<file path="src/rtl/gf163_mul_pkg.sv">
package gf163_mul_pkg;
  localparam int FIELD_M   = 163;
  localparam int DIGIT_W   = 5;
  localparam int NUM_DIG   = (FIELD_M + DIGIT_W - 1) / DIGIT_W;
  localparam int CNT_W     = $clog2(NUM_DIG);
  // low terms of the field polynomial: x^7 + x^6 + x^3 + 1
  localparam logic [FIELD_M-1:0] RED_TAPS =
    (FIELD_M'(1) << 7) | (FIELD_M'(1) << 6) | (FIELD_M'(1) << 3) | FIELD_M'(1);
endpackage

</file>
<file path="src/rtl/gf163_digit_pick.sv">
module gf163_digit_pick #(
  parameter int M     = 163,
  parameter int W     = 5,
  parameter int NDIG  = (M + W - 1) / W,
  parameter int CW    = $clog2(NDIG)
) (
  input  logic [M-1:0] opb,
  input  logic [CW-1:0] idx,
  output logic [W-1:0] digit
);
  localparam int PADW = NDIG * W;
  localparam int PADZ = PADW - M;

  logic [PADW-1:0] padded;
  logic [CW-1:0]   sel;

  generate
    if (PADZ > 0) begin : g_pad
      assign padded = {{PADZ{1'b0}}, opb};
    end else begin : g_nopad
      assign padded = opb;
    end
  endgenerate

  // index 0 picks the top digit: most significant first
  always_comb begin
    sel   = CW'(NDIG - 1) - idx;
    digit = padded[sel*W +: W];
  end
endmodule

</file>
<file path="src/rtl/gf163_step_reduce.sv">
module gf163_step_reduce #(
  parameter int M = 163,
  parameter int W = 5,
  parameter logic [M-1:0] TAPS = '0
) (
  input  logic [M-1:0] acc,
  input  logic [M-1:0] opa,
  input  logic [W-1:0] digit,
  output logic [M-1:0] acc_nxt
);
  localparam int EW = M + W;

  logic [EW-1:0] term [W];
  logic [EW-1:0] wide;
  logic [M-1:0]  folded;

  // AND-XOR partial products, one per digit bit
  generate
    for (genvar j = 0; j < W; j++) begin : g_pp
      assign term[j] = digit[j] ? (EW'(opa) << j) : '0;
    end
  endgenerate

  always_comb begin
    wide = {acc, {W{1'b0}}};
    for (int j = 0; j < W; j++) begin
      wide = wide ^ term[j];
    end
  end

  // fold bits M..M+W-1 back using x^M == TAPS
  always_comb begin
    folded = wide[M-1:0];
    for (int i = 0; i < W; i++) begin
      if (wide[M+i]) folded = folded ^ (TAPS << i);
    end
    acc_nxt = folded;
  end
endmodule

</file>
<file path="src/rtl/gf163_mul_ctrl.sv">
module gf163_mul_ctrl #(
  parameter int NDIG = 33,
  parameter int CW   = $clog2(NDIG)
) (
  input  logic          clk,
  input  logic          rst_n,
  input  logic          start,
  output logic          load,
  output logic          busy,
  output logic [CW-1:0] cnt,
  output logic          done
);
  localparam logic [CW-1:0] LAST = CW'(NDIG - 1);

  logic          busy_n;
  logic [CW-1:0] cnt_n;
  logic          done_n;
  logic          last;

  assign last = (cnt == LAST);
  assign load = start && !busy;

  always_comb begin
    busy_n = busy;
    cnt_n  = cnt;
    done_n = 1'b0;
    if (load) begin
      busy_n = 1'b1;
      cnt_n  = '0;
    end else if (busy) begin
      cnt_n = cnt + 1'b1;
      if (last) begin
        busy_n = 1'b0;
        cnt_n  = '0;
        done_n = 1'b1;
      end
    end
  end

  always_ff @(posedge clk or negedge rst_n) begin
    if (!rst_n) begin
      busy <= 1'b0;
      cnt  <= '0;
      done <= 1'b0;
    end else begin
      busy <= busy_n;
      cnt  <= cnt_n;
      done <= done_n;
    end
  end

  assert_done_pulse_R3: assert property (@(posedge clk) disable iff (!rst_n)
    done |=> !done);

  assert_late_start_ignored_R5: assert property (@(posedge clk) disable iff (!rst_n)
    (busy && start && !last) |=> (busy && cnt == CW'($past(cnt) + 1'b1)));

  assert_cnt_range_R2: assert property (@(posedge clk) disable iff (!rst_n)
    cnt <= LAST);
endmodule

</file>
<file path="src/rtl/gf163_digit_mul.sv">
module gf163_digit_mul
  import gf163_mul_pkg::*;
(
  input  logic               clk,
  input  logic               rst_n,
  input  logic               start,
  input  logic [FIELD_M-1:0] op_a,
  input  logic [FIELD_M-1:0] op_b,
  output logic [FIELD_M-1:0] product,
  output logic               done
);
  logic               load;
  logic               busy;
  logic [CNT_W-1:0]   cnt;
  logic [DIGIT_W-1:0] digit;
  logic [FIELD_M-1:0] a_q, b_q, acc_q;
  logic [FIELD_M-1:0] a_n, b_n, acc_n, acc_step;

  gf163_mul_ctrl #(.NDIG(NUM_DIG), .CW(CNT_W)) u_ctrl (
    .clk(clk), .rst_n(rst_n), .start(start),
    .load(load), .busy(busy), .cnt(cnt), .done(done)
  );

  gf163_digit_pick #(.M(FIELD_M), .W(DIGIT_W), .NDIG(NUM_DIG), .CW(CNT_W)) u_pick (
    .opb(b_q), .idx(cnt), .digit(digit)
  );

  gf163_step_reduce #(.M(FIELD_M), .W(DIGIT_W), .TAPS(RED_TAPS)) u_step (
    .acc(acc_q), .opa(a_q), .digit(digit), .acc_nxt(acc_step)
  );

  always_comb begin
    a_n   = a_q;
    b_n   = b_q;
    acc_n = acc_q;
    if (load) begin
      a_n   = op_a;
      b_n   = op_b;
      acc_n = '0;
    end else if (busy) begin
      acc_n = acc_step;
    end
  end

  always_ff @(posedge clk or negedge rst_n) begin
    if (!rst_n) begin
      a_q   <= '0;
      b_q   <= '0;
      acc_q <= '0;
    end else begin
      a_q   <= a_n;
      b_q   <= b_n;
      acc_q <= acc_n;
    end
  end

  assign product = acc_q;

  // latency watch: cycles since the accepted start
  logic [CNT_W:0] lat_q;
  always_ff @(posedge clk or negedge rst_n) begin
    if (!rst_n)     lat_q <= '0;
    else if (load)  lat_q <= '0;
    else if (busy)  lat_q <= lat_q + 1'b1;
  end

  assert_latency_R2: assert property (@(posedge clk) disable iff (!rst_n)
    done |-> (lat_q == (CNT_W+1)'(NUM_DIG)));

  assert_hold_idle_R4: assert property (@(posedge clk) disable iff (!rst_n)
    (!busy && !start) |=> $stable(product));

  assert_operands_frozen_R6: assert property (@(posedge clk) disable iff (!rst_n)
    busy |=> ($stable(a_q) && $stable(b_q)));

  assert_clear_on_start_R8: assert property (@(posedge clk) disable iff (!rst_n)
    load |=> (product == '0 && busy));
endmodule

</file>
<file path="config.mk">
export PLATFORM = sky130hd
export DESIGN_NAME = gf163_digit_mul
export DESIGN_NICKNAME = d
export VERILOG_FILES = /design/src/rtl/gf163_mul_pkg.sv /design/src/rtl/gf163_digit_pick.sv /design/src/rtl/gf163_step_reduce.sv /design/src/rtl/gf163_mul_ctrl.sv /design/src/rtl/gf163_digit_mul.sv
export SDC_FILE = /design/constraint.sdc
export NUM_CORES = 2
export LEC_CHECK = 0
export ABC_AREA = 1
export BUFFER_PORTS_ARGS = -buffer_cell sky130_fd_sc_hd__buf_2
export CORE_MARGIN = 4
export CORE_UTILIZATION = 55
export DETAILED_ROUTE_END_ITERATION = 16
export PLACE_DENSITY_LB_ADDON = 0.15
export SLEW_MARGIN = 20
export SYNTH_ARGS = -nofsm -noshare
export SYNTH_HDL_FRONTEND = slang
export SYNTH_SLANG_ARGS = --single-unit
export TNS_END_PERCENT = 100
</file>
<file path="constraint.sdc">
create_clock -name clk -period 3.6 [get_ports clk]
set_input_delay 0.54 -clock clk [delete_from_list [all_inputs] [get_ports clk]]
set_output_delay 0.54 -clock clk [all_outputs]
set_load 0.02 [all_outputs]
</file>
; Word level (Yosys, flattened, before mapping)
; Index checks and enable logic that the tools add are counted.
; W data, S select, Z words.
[word_totals]
register_bits = 497
input_bits = 329
out_inout_bits = 164
wordCells = 45
[op_classes]
add_sub_neg = 2
mul = 1
n_eq_ne = 1
shifts = 1
n_mux = 21
bitwise_logic = 10
n_reduce_logical = 3
[op_table]
columns = operator, count
row1 = $xor A168 B168 Y168, 4
row2 = $mux W163, 3
row3 = $xor A168 B167 Y168, 1
row4 = $mux W167, 1
row5 = $mux W166, 1
row6 = $mux W165, 1
row7 = $shiftx A165 B10 Y5, 1
row8 = $mux W164, 1
row9 = $not A4 Y4, 5
row10 = $mux W6, 3
row11 = $mux W12, 1
row12 = $mux W11, 1
row13 = $mux W10, 1
row14 = $mul A6 B3 Y9 const B, 1
row15 = $mux W9, 1
row16 = $mux W8, 1
row17 = $add A6 B1 Y6 const B, 1
row18 = $eq A6 B6 Y1 const B, 1
row19 = $mux W1, 6
row20 = $sub A6 B6 Y6 const A, 1
row21 = $reduce_bool A2 Y1, 1
row22 = $logic_and A1 B1 Y1, 1
row23 = $logic_not A1 Y1, 1

; Longest topological paths before layout
[logic_depth]
word_depth = 21
ltp_mapped = 28
ltp_nobuf = 24

; Modules after synthesis
; Synthesis repeated with hierarchy kept, for this count alone.
[unflattened]
hier_cells = 4409
hier_area_um2 = 32555.0
[by_module_without_submodules]
columns = mod, n_inst, cells_each, area_each_um2
row1 = gf163_digit_mul, 1, 2084, 18657.9
row2 = gf163_step_reduce, 1, 1826, 11473.5
row3 = gf163_digit_pick, 1, 443, 1969.4
row4 = gf163_mul_ctrl, 1, 56, 454.2

; Worst setup path before layout
; No wires, ideal clock.
[synth_path]
path_type = reg-to-reg
start = reg u_ctrl.cnt[0]
end = reg acc_q[112], in the netlist product[112]
arrival_ns = 3.109
required_time_ns = 3.458
slack_ns = 0.349
stages_incl_launch_ff = 22
path_buffers = 6
period_less_slack_ns = 3.251
cell_sequence = dfrtp_1 -> inv_2 -> buf_2 -> buf_4 -> buf_2 -> ha_1 -> inv_2 -> clkbuf_1 -> o211ai_1 -> a21oi_1 -> nor2_1 -> nor2_1 -> nand2_1 -> nand2_2 -> buf_4 -> buf_4 -> nand2_1 -> xor2_1 -> xor2_1 -> nand2_1 -> nand2_1 -> o22ai_2
[synth_via]
elab_chain_len = 11
word_cells_on_any_way = 15
cone_classes = add/sub (1) / mul (1) / shift (1) / mux (7) / bitwise (5)
[synth_lines]
columns = element, line
row1 = "start, declared", gf163_mul_ctrl.sv:10  ; output logic [CW-1:0] cnt,
row2 = "start signal, assigned", gf163_mul_ctrl.sv:47  ; cnt <= cnt_n;
row3 = $sub A6 B6 Y6 *, gf163_digit_pick.sv:27  ; sel = CW'(NDIG - 1) - idx;
row4 = $mul A6 B3 Y9 *, gf163_digit_pick.sv:28  ; digit = padded[sel*W +: W];
row5 = $shiftx A165 B10 Y5 *, gf163_digit_pick.sv:28
row6 = $mux W163, gf163_step_reduce.sv:20  ; assign term[j] = digit[j] ? (EW'(opa) << j) : '0;
row7 = $xor A168 B168 Y168 (4 in series), gf163_step_reduce.sv:27  ; wide = wide ^ term[j];
row8 = $xor A168 B167 Y168 *, gf163_step_reduce.sv:27
row9 = $mux W163 *, gf163_digit_mul.sv:40  ; end else if (busy) begin
row10 = $mux W163 *, gf163_digit_mul.sv:36  ; if (load) begin
row11 = "end signal, assigned", gf163_digit_mul.sv:53  ; acc_q <= acc_n;
row12 = "end, declared", gf163_digit_mul.sv:16  ; logic [FIELD_M-1:0] a_q, b_q, acc_q;
; Mark *: on every way between the ends. The rest lies on a longest branch, timed or not. The select of a mux whose other input is x is not followed.
; A chain may end at the register's enable or synchronous reset.

; Worst setup path in the final report
[layout_path]
start = reg u_ctrl.cnt[0]
end = reg acc_q[111], in the netlist product[111]
; Same word-level chain as after synthesis.

==> metrics <==
Die Y 254 µm; root buffer selected by CTS clkbuf_16; DP Area 0.0367 mm²; GRT met1 Usage 0.381; CP max-delay cell dfrtp_4; DRT iter0 DRCs 1781; core area 0.0595 mm²; EDFF count, synth 0; largest net degree at the start of global routing 142; hpwl dp 68300 µm; layout filler cell count 5356; die area 0.0646 mm²; final-report setup violation count 0; Largest delay share family, worst path buffers and inverters; Final Hold Viols 0; TritonCTS Sinks 497; share of layout cells above drive strength 1 0.215; CTS tree built; fin area 0.0387 mm²; Initial Utilization 0.560; Max-cap violations 0; Largest stage delay, worst path 0.49 ns; CP Cell Sequence inv_2, ha_1, inv_2, buf_12, buf_12, o211ai_1, a21oi_1, nor2_1, nor2_1, nand2_2, nand2_8, buf_12, nand2_1, xor2_1, xor2_1, nand2_1, nand2_1, o22ai_2; clock-pin slew on the worst setup and hold paths 0.06 ns; Post-Syn Area per Cell 7.68 µm²; synthesized instance count 4335; slew margin rel. 0.388; Site Rows 89; Clock Skews 0.0325 ns; status finished, final reports clean; Top FF cell, synth dfrtp_1; nets@finish 5084; Yosys cell types 34; gr usage total 0.289; syn nets 4666; sequential-to-total area share from yosys stat 0.373; worst skew pair latency 0.65 ns; Hold Crit Class input pin to register; Final GP Congestion 0.881; Crit path arrival time 3.86 ns; Crit Path Class register to register; post-route ant nets 0; critical path required time 4.10 ns; RSZ-0062 raised after global routing true; final worst-path cycle share 0.934; io pins 493; drt wl/cell 17.1 µm; gr ovfl total 0; mapped cell area 0.0333 mm²; global-route wire length before repair 151000 µm; hold slack 0.116 ns; residual DRC count 0; post-layout min period 3.36 ns; vias per std cell 5.17; Crit Path Max Fanout 43; Critical Path Start Type register; Area Overhead vs Synth 16.1%; Max Buffers Root-to-Sink 3; DRT Pass-1 Iters 5; met3 Use GR 0.0528; CTS buffer count 57; ys async rst share 1.00; Max Clk Rate 297 MHz; via count 28.9k; synth warn 0; Crit. End Element register; busiest layer in global routing met2; die span in x 254 µm; met2 usage 0.480; drt total wl 95500 µm; initial antenna violation count 18; max-slew violations 0; #FFs+latches synth 497; Slew @ Worst Pin 0.919 ns; Buf/Inv on CP 5; Port-buffer cells 492; CTS H-tree depth 2; vias in the first global route 28.0k
[placed cells by master (no fill, tap or decap), drive strengths merged]
cell type	netlist	final
dfrtp	497	497
nor2	825	825
clkinv	0	12
a21oi	238	238
diode	0	12
nand3	128	128
mux2	98	98
o211ai	5	5
clkinvlp	0	4
dlygate4sd3	0	1
xor2	615	615
nor3	2	2
o21ai	46	46
bufinv	0	6
o22ai	153	153
clkbuf	80	80
nand3b	1	1
inv	420	423
nand4	5	5
nand2	1066	1066
ha	2	2
xnor2	18	18
buf	136	573
[synthesized netlist by cell type, types with 3 or more instances]
cell | number | area (µm²)
o22ai_2 | 129 | 1610
nand3_1 | 124 | 621
clkbuf_1 | 80 | 300
dfrtp_1 | 497 | 12400
buf_2 | 55 | 275
buf_4 | 25 | 188
nor2_2 | 92 | 576
nand3_2 | 3 | 30.0
xor2_1 | 613 | 5370
xnor2_1 | 17 | 149
a21oi_1 | 238 | 1190
buf_1 | 21 | 78.8
o211ai_1 | 5 | 37.5
buf_6 | 34 | 383
nor2_1 | 730 | 2740
nand2_1 | 1045 | 3920
inv_2 | 8 | 30.0
o22ai_1 | 24 | 150
inv_1 | 412 | 1550
nand2_2 | 21 | 131
mux2_2 | 98 | 1100
nand4_1 | 5 | 31.3
o21ai_0 | 41 | 205
o21ai_1 | 5 | 25.0
[what timing repair did]
item,4_1_cts,5_1_grt
hold endpoints to repair,42,0
setup buffers,0,0
hold buffers,1,0
gates resized for setup,0,6
setup endpoints to repair,0,16
[kinds of logic after synthesis]
group,Yosys count,share of synthesized area
AOI/OAI and AO/OA,442,0.0968
and+or+nand+nor,2027,0.244
adders and majority gates,2,0.000751
xor gates and xnor gates,633,0.167
DFF,497,0.373
muxes,98,0.0331
buffers and inverters,636,0.0846
[sequential cells by signal (all words and copies together) (netlist names)]
register,flops
b_q,163
product,163
u_ctrl.busy,1
a_q,163
u_ctrl.cnt,6
u_ctrl.done,1
[through the flow]
step                       TNS, ns  cells  worst slack, ns   util
after floorplan                  0   4335            0.349      -
after global placement           0   5465            0.220  0.617
after detailed placement         0   5465            0.206  0.617
after CTS                        0   5570            0.170  0.649
after global routing      -0.00394   5578         -0.00394  0.650
final                            0   5583            0.238  0.651
[path summary, 6_finish.rpt]
path / from / end / slack, ns / cells after the start
min in group asynchronous: rst_n / product[45] / 0.52 / 2
hold reg to reg: b_q[158] / b_q[158] / 0.50 / 1
hold / removal: op_b[134] / b_q[134] / 0.12 / 2
setup reg to reg: u_ctrl.cnt[0] / product[111] / 0.24 / 18
max in group asynchronous: rst_n / a_q[89] / 2.06 / 3
setup / recovery: u_ctrl.cnt[0] / product[111] / 0.24 / 18
[area by class of cell]
cell class              instances  area [µm²]  area share
flip-flops and latches        497       12400       0.322
multi-input cells            3202       18100       0.469
diodes                         12        30.0    0.000776
inverters                     420        1580      0.0409
well taps                     773         967      0.0250
clock buffers                  79        1600      0.0413
clock inverters                25         330     0.00854
repair buffers                575        3600      0.0930
[metal layers]
metal,part of all wire,wire length [µm]
met4,0.035,3380
met5,0.0012,116
met3,0.067,6400
met1,0.42,40300
met2,0.47,45300
Power is not shown: default switching activity piles up to over one toggle a cycle in this logic, so the estimate is an artifact.
